**src/rtl/twi_pkg.sv**
```systemverilog
package twi_pkg;
   localparam int BYTE_W = 8;

   typedef enum logic [2:0] {
      TW_IDLE,
      TW_RECV,
      TW_ACK,
      TW_SEND,
      TW_HOSTACK
   } tw_state_e;
endpackage

```
**src/rtl/twi_line_filter.sv**
```systemverilog
module twi_line_filter #(
   parameter int SYNC_STG = 2,
   parameter int FILT_CYC = 3
) (
   input  logic clk,
   input  logic rst_n,
   input  logic raw_i,
   output logic clean_o
);
   logic [SYNC_STG-1:0] sync_q;

   always_ff @(posedge clk or negedge rst_n) begin
      if (!rst_n) sync_q <= '1;
      else        sync_q <= {sync_q[SYNC_STG-2:0], raw_i};
   end

   generate
      if (FILT_CYC == 0) begin : g_direct
         always_ff @(posedge clk or negedge rst_n) begin
            if (!rst_n) clean_o <= 1'b1;
            else        clean_o <= sync_q[SYNC_STG-1];
         end
      end else begin : g_persist
         localparam int CW = $clog2(FILT_CYC + 1);
         logic [CW-1:0] run_q;
         always_ff @(posedge clk or negedge rst_n) begin
            if (!rst_n) begin
               clean_o <= 1'b1;
               run_q   <= '0;
            end else if (sync_q[SYNC_STG-1] != clean_o) begin
               if (run_q == CW'(FILT_CYC - 1)) begin
                  clean_o <= sync_q[SYNC_STG-1];
                  run_q   <= '0;
               end else begin
                  run_q <= run_q + 1'b1;
               end
            end else begin
               run_q <= '0;
            end
         end
      end
   endgenerate
endmodule

```
**src/rtl/twi_bus_events.sv**
```systemverilog
module twi_bus_events (
   input  logic clk,
   input  logic rst_n,
   input  logic scl_f,
   input  logic sda_f,
   output logic scl_rise,
   output logic scl_fall,
   output logic start_ev,
   output logic stop_ev
);
   logic scl_q, sda_q;

   always_ff @(posedge clk or negedge rst_n) begin
      if (!rst_n) begin
         scl_q <= 1'b1;
         sda_q <= 1'b1;
      end else begin
         scl_q <= scl_f;
         sda_q <= sda_f;
      end
   end

   assign scl_rise = scl_f & ~scl_q;
   assign scl_fall = ~scl_f & scl_q;
   assign start_ev = scl_f & scl_q & sda_q & ~sda_f;
   assign stop_ev  = scl_f & scl_q & ~sda_q & sda_f;
endmodule

```
**src/rtl/twi_slave_engine.sv**
```systemverilog
module twi_slave_engine
   import twi_pkg::*;
#(
   parameter logic [6:0] DEV_ADDR = 7'h50,
   parameter int         BUSY_CYC = 250000,
   parameter int         OUT_DLY  = 3
) (
   input  logic              clk,
   input  logic              rst_n,
   input  logic              scl_rise,
   input  logic              scl_fall,
   input  logic              start_ev,
   input  logic              stop_ev,
   input  logic              sda_in,
   input  logic [BYTE_W-1:0] tx_data,
   output logic              sda_oe,
   output logic              rx_valid,
   output logic [BYTE_W-1:0] rx_data,
   output logic              rx_first,
   output logic              tx_req,
   output logic              busy,
   output logic              standby
);
   localparam int BW = $clog2(BUSY_CYC + 1);
   localparam int DW = $clog2(OUT_DLY + 1);

   tw_state_e         state_q;
   logic [3:0]        bitcnt_q;
   logic [BYTE_W-1:0] shreg_q;
   logic              is_addr_q, rw_q, first_q, wr_sess_q, rd_sess_q, mnack_q;
   logic [BW-1:0]     busy_cnt_q;
   logic              standby_q, oe_q, oe_nxt_q, pend_q;
   logic [DW-1:0]     dly_q;
   logic              rxv_q, rxf_q;
   logic [BYTE_W-1:0] rxd_q;

   assign busy     = (busy_cnt_q != '0);
   assign standby  = standby_q;
   assign sda_oe   = oe_q;
   assign rx_valid = rxv_q;
   assign rx_data  = rxd_q;
   assign rx_first = rxf_q;
   assign tx_req   = scl_fall && ((state_q == TW_ACK && rw_q) ||
                                  (state_q == TW_HOSTACK && !mnack_q));

   always_ff @(posedge clk or negedge rst_n) begin
      if (!rst_n) begin
         state_q    <= TW_IDLE;
         bitcnt_q   <= '0;
         shreg_q    <= '0;
         is_addr_q  <= 1'b0;
         rw_q       <= 1'b0;
         first_q    <= 1'b0;
         wr_sess_q  <= 1'b0;
         rd_sess_q  <= 1'b0;
         mnack_q    <= 1'b1;
         busy_cnt_q <= '0;
         standby_q  <= 1'b0;
         oe_q       <= 1'b0;
         oe_nxt_q   <= 1'b0;
         pend_q     <= 1'b0;
         dly_q      <= '0;
         rxv_q      <= 1'b0;
         rxf_q      <= 1'b0;
         rxd_q      <= '0;
      end else begin
         rxv_q <= 1'b0;
         if (busy_cnt_q != '0) busy_cnt_q <= busy_cnt_q - 1'b1;
         if (pend_q) begin
            if (dly_q == DW'(OUT_DLY - 1)) begin
               oe_q   <= oe_nxt_q;
               pend_q <= 1'b0;
            end else begin
               dly_q <= dly_q + 1'b1;
            end
         end

         if (start_ev) begin
            state_q   <= TW_RECV;
            bitcnt_q  <= '0;
            is_addr_q <= 1'b1;
            standby_q <= 1'b0;
            wr_sess_q <= 1'b0;
            rd_sess_q <= 1'b0;
            oe_q      <= 1'b0;
            pend_q    <= 1'b0;
         end else if (stop_ev) begin
            state_q   <= TW_IDLE;
            oe_q      <= 1'b0;
            pend_q    <= 1'b0;
            if (wr_sess_q)      busy_cnt_q <= BW'(BUSY_CYC);
            else if (rd_sess_q) standby_q  <= 1'b1;
            wr_sess_q <= 1'b0;
            rd_sess_q <= 1'b0;
         end else begin
            case (state_q)
               TW_RECV: begin
                  if (scl_rise) begin
                     shreg_q  <= {shreg_q[BYTE_W-2:0], sda_in};
                     bitcnt_q <= bitcnt_q + 1'b1;
                  end else if (scl_fall && bitcnt_q == 4'd8) begin
                     if (is_addr_q) begin
                        if (shreg_q[7:1] == DEV_ADDR && !busy) begin
                           rw_q      <= shreg_q[0];
                           rd_sess_q <= shreg_q[0];
                           first_q   <= 1'b1;
                           state_q   <= TW_ACK;
                           pend_q    <= 1'b1;
                           dly_q     <= '0;
                           oe_nxt_q  <= 1'b1;
                        end else begin
                           state_q <= TW_IDLE;
                        end
                     end else begin
                        rxv_q    <= 1'b1;
                        rxd_q    <= shreg_q;
                        rxf_q    <= first_q;
                        first_q  <= 1'b0;
                        if (!first_q) wr_sess_q <= 1'b1;
                        state_q  <= TW_ACK;
                        pend_q   <= 1'b1;
                        dly_q    <= '0;
                        oe_nxt_q <= 1'b1;
                     end
                  end
               end
               TW_ACK: begin
                  if (scl_fall) begin
                     bitcnt_q  <= '0;
                     is_addr_q <= 1'b0;
                     pend_q    <= 1'b1;
                     dly_q     <= '0;
                     if (rw_q) begin
                        state_q  <= TW_SEND;
                        shreg_q  <= tx_data;
                        oe_nxt_q <= ~tx_data[BYTE_W-1];
                     end else begin
                        state_q  <= TW_RECV;
                        oe_nxt_q <= 1'b0;
                     end
                  end
               end
               TW_SEND: begin
                  if (scl_fall) begin
                     pend_q <= 1'b1;
                     dly_q  <= '0;
                     if (bitcnt_q == 4'd7) begin
                        state_q  <= TW_HOSTACK;
                        oe_nxt_q <= 1'b0;
                     end else begin
                        bitcnt_q <= bitcnt_q + 1'b1;
                        shreg_q  <= {shreg_q[BYTE_W-2:0], 1'b0};
                        oe_nxt_q <= ~shreg_q[BYTE_W-2];
                     end
                  end
               end
               TW_HOSTACK: begin
                  if (scl_rise) begin
                     mnack_q <= sda_in;
                  end else if (scl_fall) begin
                     bitcnt_q <= '0;
                     if (!mnack_q) begin
                        state_q  <= TW_SEND;
                        shreg_q  <= tx_data;
                        pend_q   <= 1'b1;
                        dly_q    <= '0;
                        oe_nxt_q <= ~tx_data[BYTE_W-1];
                     end else begin
                        state_q <= TW_IDLE;
                     end
                  end
               end
               default: ;
            endcase
         end
      end
   end
endmodule

```
**src/rtl/twi_mem_front.sv**
```systemverilog
module twi_mem_front
   import twi_pkg::*;
#(
   parameter logic [6:0] DEV_ADDR = 7'h50,
   parameter int         SYNC_STG = 2,
   parameter int         FILT_CYC = 3,
   parameter int         OUT_DLY  = 3,
   parameter int         BUSY_CYC = 250000
) (
   input  logic              clk,
   input  logic              rst_n,
   input  logic              scl_i,
   input  logic              sda_i,
   output logic              sda_oe,
   output logic              rx_valid,
   output logic [BYTE_W-1:0] rx_data,
   output logic              rx_first,
   output logic              tx_req,
   input  logic [BYTE_W-1:0] tx_data,
   output logic              busy,
   output logic              standby
);
   localparam int N_LINES = 2;

   initial begin
      if (SYNC_STG < 2) $error("twi_mem_front: SYNC_STG must be at least 2");
      if (FILT_CYC < 0) $error("twi_mem_front: FILT_CYC must not be negative");
      if (OUT_DLY < 1)  $error("twi_mem_front: OUT_DLY must be at least 1");
      if (BUSY_CYC < 1) $error("twi_mem_front: BUSY_CYC must be at least 1");
   end

   logic [N_LINES-1:0] raw_lines, clean_lines;
   logic scl_f, sda_f, scl_rise, scl_fall, start_ev, stop_ev;

   assign raw_lines = {sda_i, scl_i};
   assign scl_f     = clean_lines[0];
   assign sda_f     = clean_lines[1];

   generate
      for (genvar li = 0; li < N_LINES; li++) begin : g_line
         twi_line_filter #(
            .SYNC_STG(SYNC_STG),
            .FILT_CYC(FILT_CYC)
         ) u_filt (
            .clk    (clk),
            .rst_n  (rst_n),
            .raw_i  (raw_lines[li]),
            .clean_o(clean_lines[li])
         );
      end
   endgenerate

   twi_bus_events u_events (
      .clk     (clk),
      .rst_n   (rst_n),
      .scl_f   (scl_f),
      .sda_f   (sda_f),
      .scl_rise(scl_rise),
      .scl_fall(scl_fall),
      .start_ev(start_ev),
      .stop_ev (stop_ev)
   );

   twi_slave_engine #(
      .DEV_ADDR(DEV_ADDR),
      .BUSY_CYC(BUSY_CYC),
      .OUT_DLY (OUT_DLY)
   ) u_engine (
      .clk     (clk),
      .rst_n   (rst_n),
      .scl_rise(scl_rise),
      .scl_fall(scl_fall),
      .start_ev(start_ev),
      .stop_ev (stop_ev),
      .sda_in  (sda_f),
      .tx_data (tx_data),
      .sda_oe  (sda_oe),
      .rx_valid(rx_valid),
      .rx_data (rx_data),
      .rx_first(rx_first),
      .tx_req  (tx_req),
      .busy    (busy),
      .standby (standby)
   );
endmodule

```
**config.mk**
```make
export PLATFORM = sky130hd
export DESIGN_NAME = twi_mem_front
export DESIGN_NICKNAME = d
export VERILOG_FILES = /design/src/rtl/twi_pkg.sv /design/src/rtl/twi_line_filter.sv /design/src/rtl/twi_bus_events.sv /design/src/rtl/twi_slave_engine.sv /design/src/rtl/twi_mem_front.sv
export SDC_FILE = /design/constraint.sdc
export NUM_CORES = 1
export LEC_CHECK = 0
export BUFFER_PORTS_ARGS = -buffer_cell sky130_fd_sc_hd__buf_4
export CAP_MARGIN = 20
export CORE_MARGIN = 10
export CORE_UTILIZATION = 30
export CTS_CLUSTER_SIZE = 25
export DETAILED_ROUTE_END_ITERATION = 6
export HOLD_SLACK_MARGIN = 0.06
export PLACE_DENSITY_LB_ADDON = 0.12
export SLEW_MARGIN = 25
export SYNTH_ARGS = -nofsm -noshare
export SYNTH_HDL_FRONTEND = slang
export SYNTH_SLANG_ARGS = --single-unit
```
**constraint.sdc**
```tcl
create_clock -name clk -period 2.6 [get_ports clk]
set_input_delay 0.52 -clock clk [delete_from_list [all_inputs] [get_ports clk]]
set_output_delay 0.52 -clock clk [all_outputs]
set_load 0.02 [all_outputs]
```
# Word level (Yosys, flattened, before mapping)
# Index checks and enable logic that the tools add are counted.
# word_totals
ff_bits,67
inputBits,12
# classes
add_sub_neg,5
eq_ne,40
muxes,110
n_bitwise,17
n_reduce_logical,38
# op_table
operator,n
$mux W18,4
$mux W8,8
$mux W1,56
$mux W2,20
$pmux W8 S4,1
$mux W4,7
$mux W3,9
$reduce_and A11 Y1,2
$ne A4 B3 Y1 const B,5
$ne A3 B3 Y1 const B,6
$reduce_and A6 Y1,3
$reduce_bool A18 Y1,1
$reduce_bool A3 Y1,6
$sub A18 B1 Y18 const B,1
$ne A2 B2 Y1 const B,8
$pmux W4 S4,1
$pmux W3 S4,1
$ne A2 B1 Y1 const B,5
$not A1 Y1,10
$reduce_and A5 Y1,2
$ne A4 B4 Y1 const B,2
$reduce_and A8 Y1,1
$reduce_bool A2 Y1,4
$and A1 B1 Y1,7
other kinds (26),40

# Depth between registers and ports, before layout
# depth
word_depth,10
depth_mapped,8
mapped_depth_nobuf,8

# Cells and area by module
# A second synthesis with hierarchy kept.
# unflattened
hier_cells,310
hier_area_um2,3368.2
# by_module_without_submodules
mod,instances,cells_per_inst,area_per_inst_um2,seq_area_each_um2
twi_slave_engine,1,284,2925.3,1377.6
twi_line_filter,2,10,178.9,128.9
twi_bus_events,1,6,85.1,52.6

# Worst setup path before layout
# OpenSTA, ideal clock, no wires.
# synth_timing
kind,register -> register
start,reg u_engine.busy_cnt_q[0]
end,reg u_engine.oe_nxt_q
setup_ns,0.128
arrival_ns,2.249
required_time_ns,2.472
path_slack_ns,0.223
stages_incl_launch_ff,8
path_buffers,0
cell_sequence,dfrtp_1 -> inv_1 -> ha_1 -> or3b_2 -> or2_4 -> or3_4 -> a31oi_4 -> mux2_1
# synth_between
elab_chain_len,5
# synth_rtl
item,line_no,text
from (decl),twi_slave_engine.sv:31,logic [BW-1:0] busy_cnt_q;
from (signal assigned),twi_slave_engine.sv:68,if (busy_cnt_q != '0) busy_cnt_q <= busy_cnt_q - 1'b1;
from (signal assigned),twi_slave_engine.sv:91,if (wr_sess_q) busy_cnt_q <= BW'(BUSY_CYC);
$reduce_bool A18 Y1,twi_slave_engine.sv:37,assign busy = (busy_cnt_q != '0);
$logic_not A1 Y1,twi_slave_engine.sv:103,if (shreg_q[7:1] == DEV_ADDR && !busy) begin
$logic_and A1 B1 Y1,twi_slave_engine.sv:103,
$ne A3 B3 Y1 (no source line),-,
$reduce_and A11 Y1 (no source line),-,
to (signal assigned),twi_slave_engine.sv:136,oe_nxt_q <= ~tx_data[BYTE_W-1];
to (signal assigned),twi_slave_engine.sv:153,oe_nxt_q <= ~shreg_q[BYTE_W-2];
to (signal assigned),twi_slave_engine.sv:167,oe_nxt_q <= ~tx_data[BYTE_W-1];
to (decl),twi_slave_engine.sv:32,"logic standby_q, oe_q, oe_nxt_q, pend_q;"
# Every way passes these cells.
# A chain may end at the register's enable or synchronous reset.

# Final worst setup path
# layout_timing
start,reg u_engine.busy_cnt_q[0]
end,out busy
# layout_between
elab_chain_len,1
# layout_rtl
item,line_no,text
$reduce_bool A18 Y1,twi_slave_engine.sv:37,
to (decl),twi_mem_front.sv:20,"output logic busy,"
# Every way passes these cells.

==> impl_metrics.json <==
{
  "synth_compound_area_share_pct": 11.4,
  "power_frac_comb_pct": 28.5,
  "drc": 0,
  "crit_type": "register to output port",
  "antennaDiodeCount": 0,
  "synth_top_family_by_area": "simple AND/OR/NAND/NOR gates",
  "pre_cts_ws_ps": 110,
  "synth_warnings": 0,
  "tightest_slew_ps": 870,
  "grt_use_met3_pct": 2.92,
  "cts_root_buf": "clkbuf_16",
  "grt.total_usage_pct": 9.95,
  "vias": 2514,
  "core-area_um2": 10900,
  "fin_setup_tns_ps": 0,
  "drv_cap": 0,
  "p_sw_share_pct": 32.9,
  "p_seq_share_pct": 41.8,
  "synth_top_area_share_pct": 42.8,
  "post-route-period-util_pct": 95.7,
  "finalSetupViolCount": 0,
  "postLayoutSetupSlackWorst_ps": 111,
  "synth-edff-count": 0,
  "synth_xor_xnor_area_share_pct": 3.61,
  "ys.flop_type": "dfrtp_1",
  "peakVddDrop_v": 0.000383,
  "synth-adder-area-share_pct": 1.84,
  "cp.arrival_ps": 1970,
  "critPathMaxFanout": 6,
  "grt_use_met2_pct": 15.8,
  "fin_crit_ps": 2490,
  "grt_antenna_before_repair": 0,
  "clk_pin_slew_worst_paths_ps": 50,
  "grt_pass1_wl_um": 13100,
  "ant_nets": 0,
  "drt-total-wl_um": 7650,
  "grt_max_degree": 68,
  "rsz0062_at_grt": "false",
  "cts_tree": "built",
  "first_pass_iters": 4,
  "synth_common_cells": "58 x dfrtp_1, 29 x nor2_1, 28 x mux2_2, 26 x nand2_1",
  "final_nets": 374,
  "die_x_um": 126,
  "p_switching_mw": 1.36,
  "dp_hpwl_um": 5270,
  "start_kind": "register",
  "gp_congestion": 0.810,
  "p_int_mw": 2.78,
  "die_area_um2": 16000,
  "status": "complete, no violations",
  "syn_nets": 334,
  "syn_inst": 317,
  "die_h_um": 126,
  "grt-ovfl-total": 0,
  "synth_area_leaders": "dfrtp_1 43%, mux2_2 9.3%, dfstp_2 7.0%",
  "fin_skew_ps": 7.63,
  "synth-simple-area-share_pct": 20.2,
  "p_leak_nw": 1.79,
  "drtIter0Drc": 269,
  "fin_area_um2": 4140,
  "synth-async-reset-ratio_pct": 100,
  "ys_types": 58,
  "cp-end-kind": "output port",
  "syn_area_um2": 3390,
  "cts_buffer_depth": 2,
  "io_pins": 26,
  "via_per_inst": 5.01,
  "portBuffers": 25,
  "relSlewSlack_pct": 42.0,
  "power.total_mw": 4.14,
  "insertion_delay_ps": 330,
  "slew_viol_final": 0,
  "area_growth_syn_to_layout_pct": 21.9,
  "hold_viol_final": 0,
  "synth_seq_area_share_pct": 49.7,
  "max_freq_ghz": 0.402,
  "required_ps": 2080,
  "dpl-instance-area_um2": 3820,
  "hold_buffers": 0,
  "yosysMostFrequentCell": "dfrtp_1",
  "drive_above_1_share_pct": 29.3,
  "clock_sinks": 67,
  "min_path_type": "primary input to register",
  "cts-buffers-inserted": 9,
  "met1_usage_pct": 12.5,
  "clkPwrFrac_pct": 29.7,
  "yosysTopAreaCell": "dfrtp_1",
  "start_util_pct": 31.0,
  "p_per_area_nw_per_um2": 1000,
  "synth_area_per_cell_um2": 10.7,
  "top_usage_layer": "met2",
  "row_count": 38,
  "wl_per_cell_um": 15.2,
  "htreeDepth": 3,
  "synth_mux_area_share_pct": 10.5,
  "grt_pass1_vias": 2557,
  "synth_seq_cells": 67
}
==> routing by layer <==
metal  share of wire (%)  vias to the layer above
li1                    -                     1223
met1                  48                     1245
met2                  47                       37
met3                 3.7                        9
met4                 1.3                        0
met5                   0                        -
==> worst max-delay path, stage by stage, from the launching register on <==
cell and delay [ps]:
dfrtp_1 380, inv_2 70, ha_2 180, or3b_4 390, or2_4 270, nor2_4 120, inv_2 70, buf_4 160
==> layout make-up <==
class	count	area, µm²
clock inverters	2	35.0
inverters	10	37.5
flip-flops and latches	67	1690
fillers	1095	6800
multi-input cells	228	1630
repair buffers	41	308
clock buffers	14	264
well taps	140	175
==> through the flow <==
stage	hold WS, ps	instances	util (%)
after floorplan	224	317	-
after global placement	347	485	34.9
after detailed placement	347	485	34.9
after CTS	282	502	37.8
after global routing	291	502	37.8
final	297	502	37.8
==> cells in the final DEF (no fill, tap or decap), types with 3 or more instances in the layout <==
cell type	instances
a21oi_1	10
a32o_1	3
and3_1	4
buf_4	41
clkbuf_1	3
clkbuf_16	9
dfrtp_1	58
dfstp_2	9
ha_1	4
inv_1	8
mux2_2	28
mux2i_1	3
nand2_1	26
nand2b_1	7
nand3_1	9
nand3b_1	4
nor2_1	28
nor2b_1	9
nor3_1	7
nor3b_1	5
nor4_1	4
o211ai_1	8
o21ai_0	11
o31ai_1	5
or4_1	3
xnor2_1	3
xor2_1	11
==> power groups by stage <==
stage / Clock, mW / Combinational [mW] / Sequential (mW)
3_5_place_dp: 0 / 1.17 / 1.74
3_3_place_gp: 0 / 1.17 / 1.73
6_report: 1.23 / 1.18 / 1.73
4_1_cts: 1.27 / 1.19 / 1.73
2_1_floorplan: 0 / 0.935 / 1.60
5_1_grt: 1.31 / 1.34 / 1.79
==> flip-flops by register name (all words and copies together) (netlist names), 2 cells and up <==
name / cells
u_engine.shreg_q: 8
u_engine.busy_cnt_q: 18
g_line.u_filt.sync_q: 4
u_engine.bitcnt_q: 4
g_line.u_filt.g_persist.run_q: 4
u_engine.dly_q: 2
u_engine.state_q: 3
u_engine.rx_data: 8
g_line.u_filt.clean_o: 2
==> timing repair <==
item	4_1_cts	5_1_grt
endpoints found under the setup margin	1	1
gates resized for setup	5	1
pin swaps	1	0
setup buffers	1	0
gates cloned	0	0
==> path summary, 6_finish.rpt <==
check / from / endpoint / slack [ps] / depth (start not counted)
setup reg to reg: u_engine.busy_cnt_q[0] / u_engine.oe_nxt_q / 240 / 7
hold / removal: sda_i / g_line[1].u_filt.sync_q[0] / 300 / 1
setup / recovery: u_engine.busy_cnt_q[0] / busy / 110 / 7
max in group asynchronous: rst_n / u_engine.rx_data[0] / 1730 / 1
hold reg to reg: g_line[0].u_filt.sync_q[0] / g_line[0].u_filt.sync_q[1] / 350 / 0
min in group asynchronous: rst_n / u_engine.rx_valid / 310 / 1
==> kinds of logic (layout without fill, tap and decap cells) <==
logic type,count (synthesis),count (layout)
AND/OR/NAND/NOR,125,125
flip-flops,67,67
AO/OA/AOI/OAI,52,52
multiplexers,32,32
buffers and inverters,22,67
XOR/XNOR,14,14
adder cells (fa/ha/maj),5,5
Power figures use the tool's default switching activity.
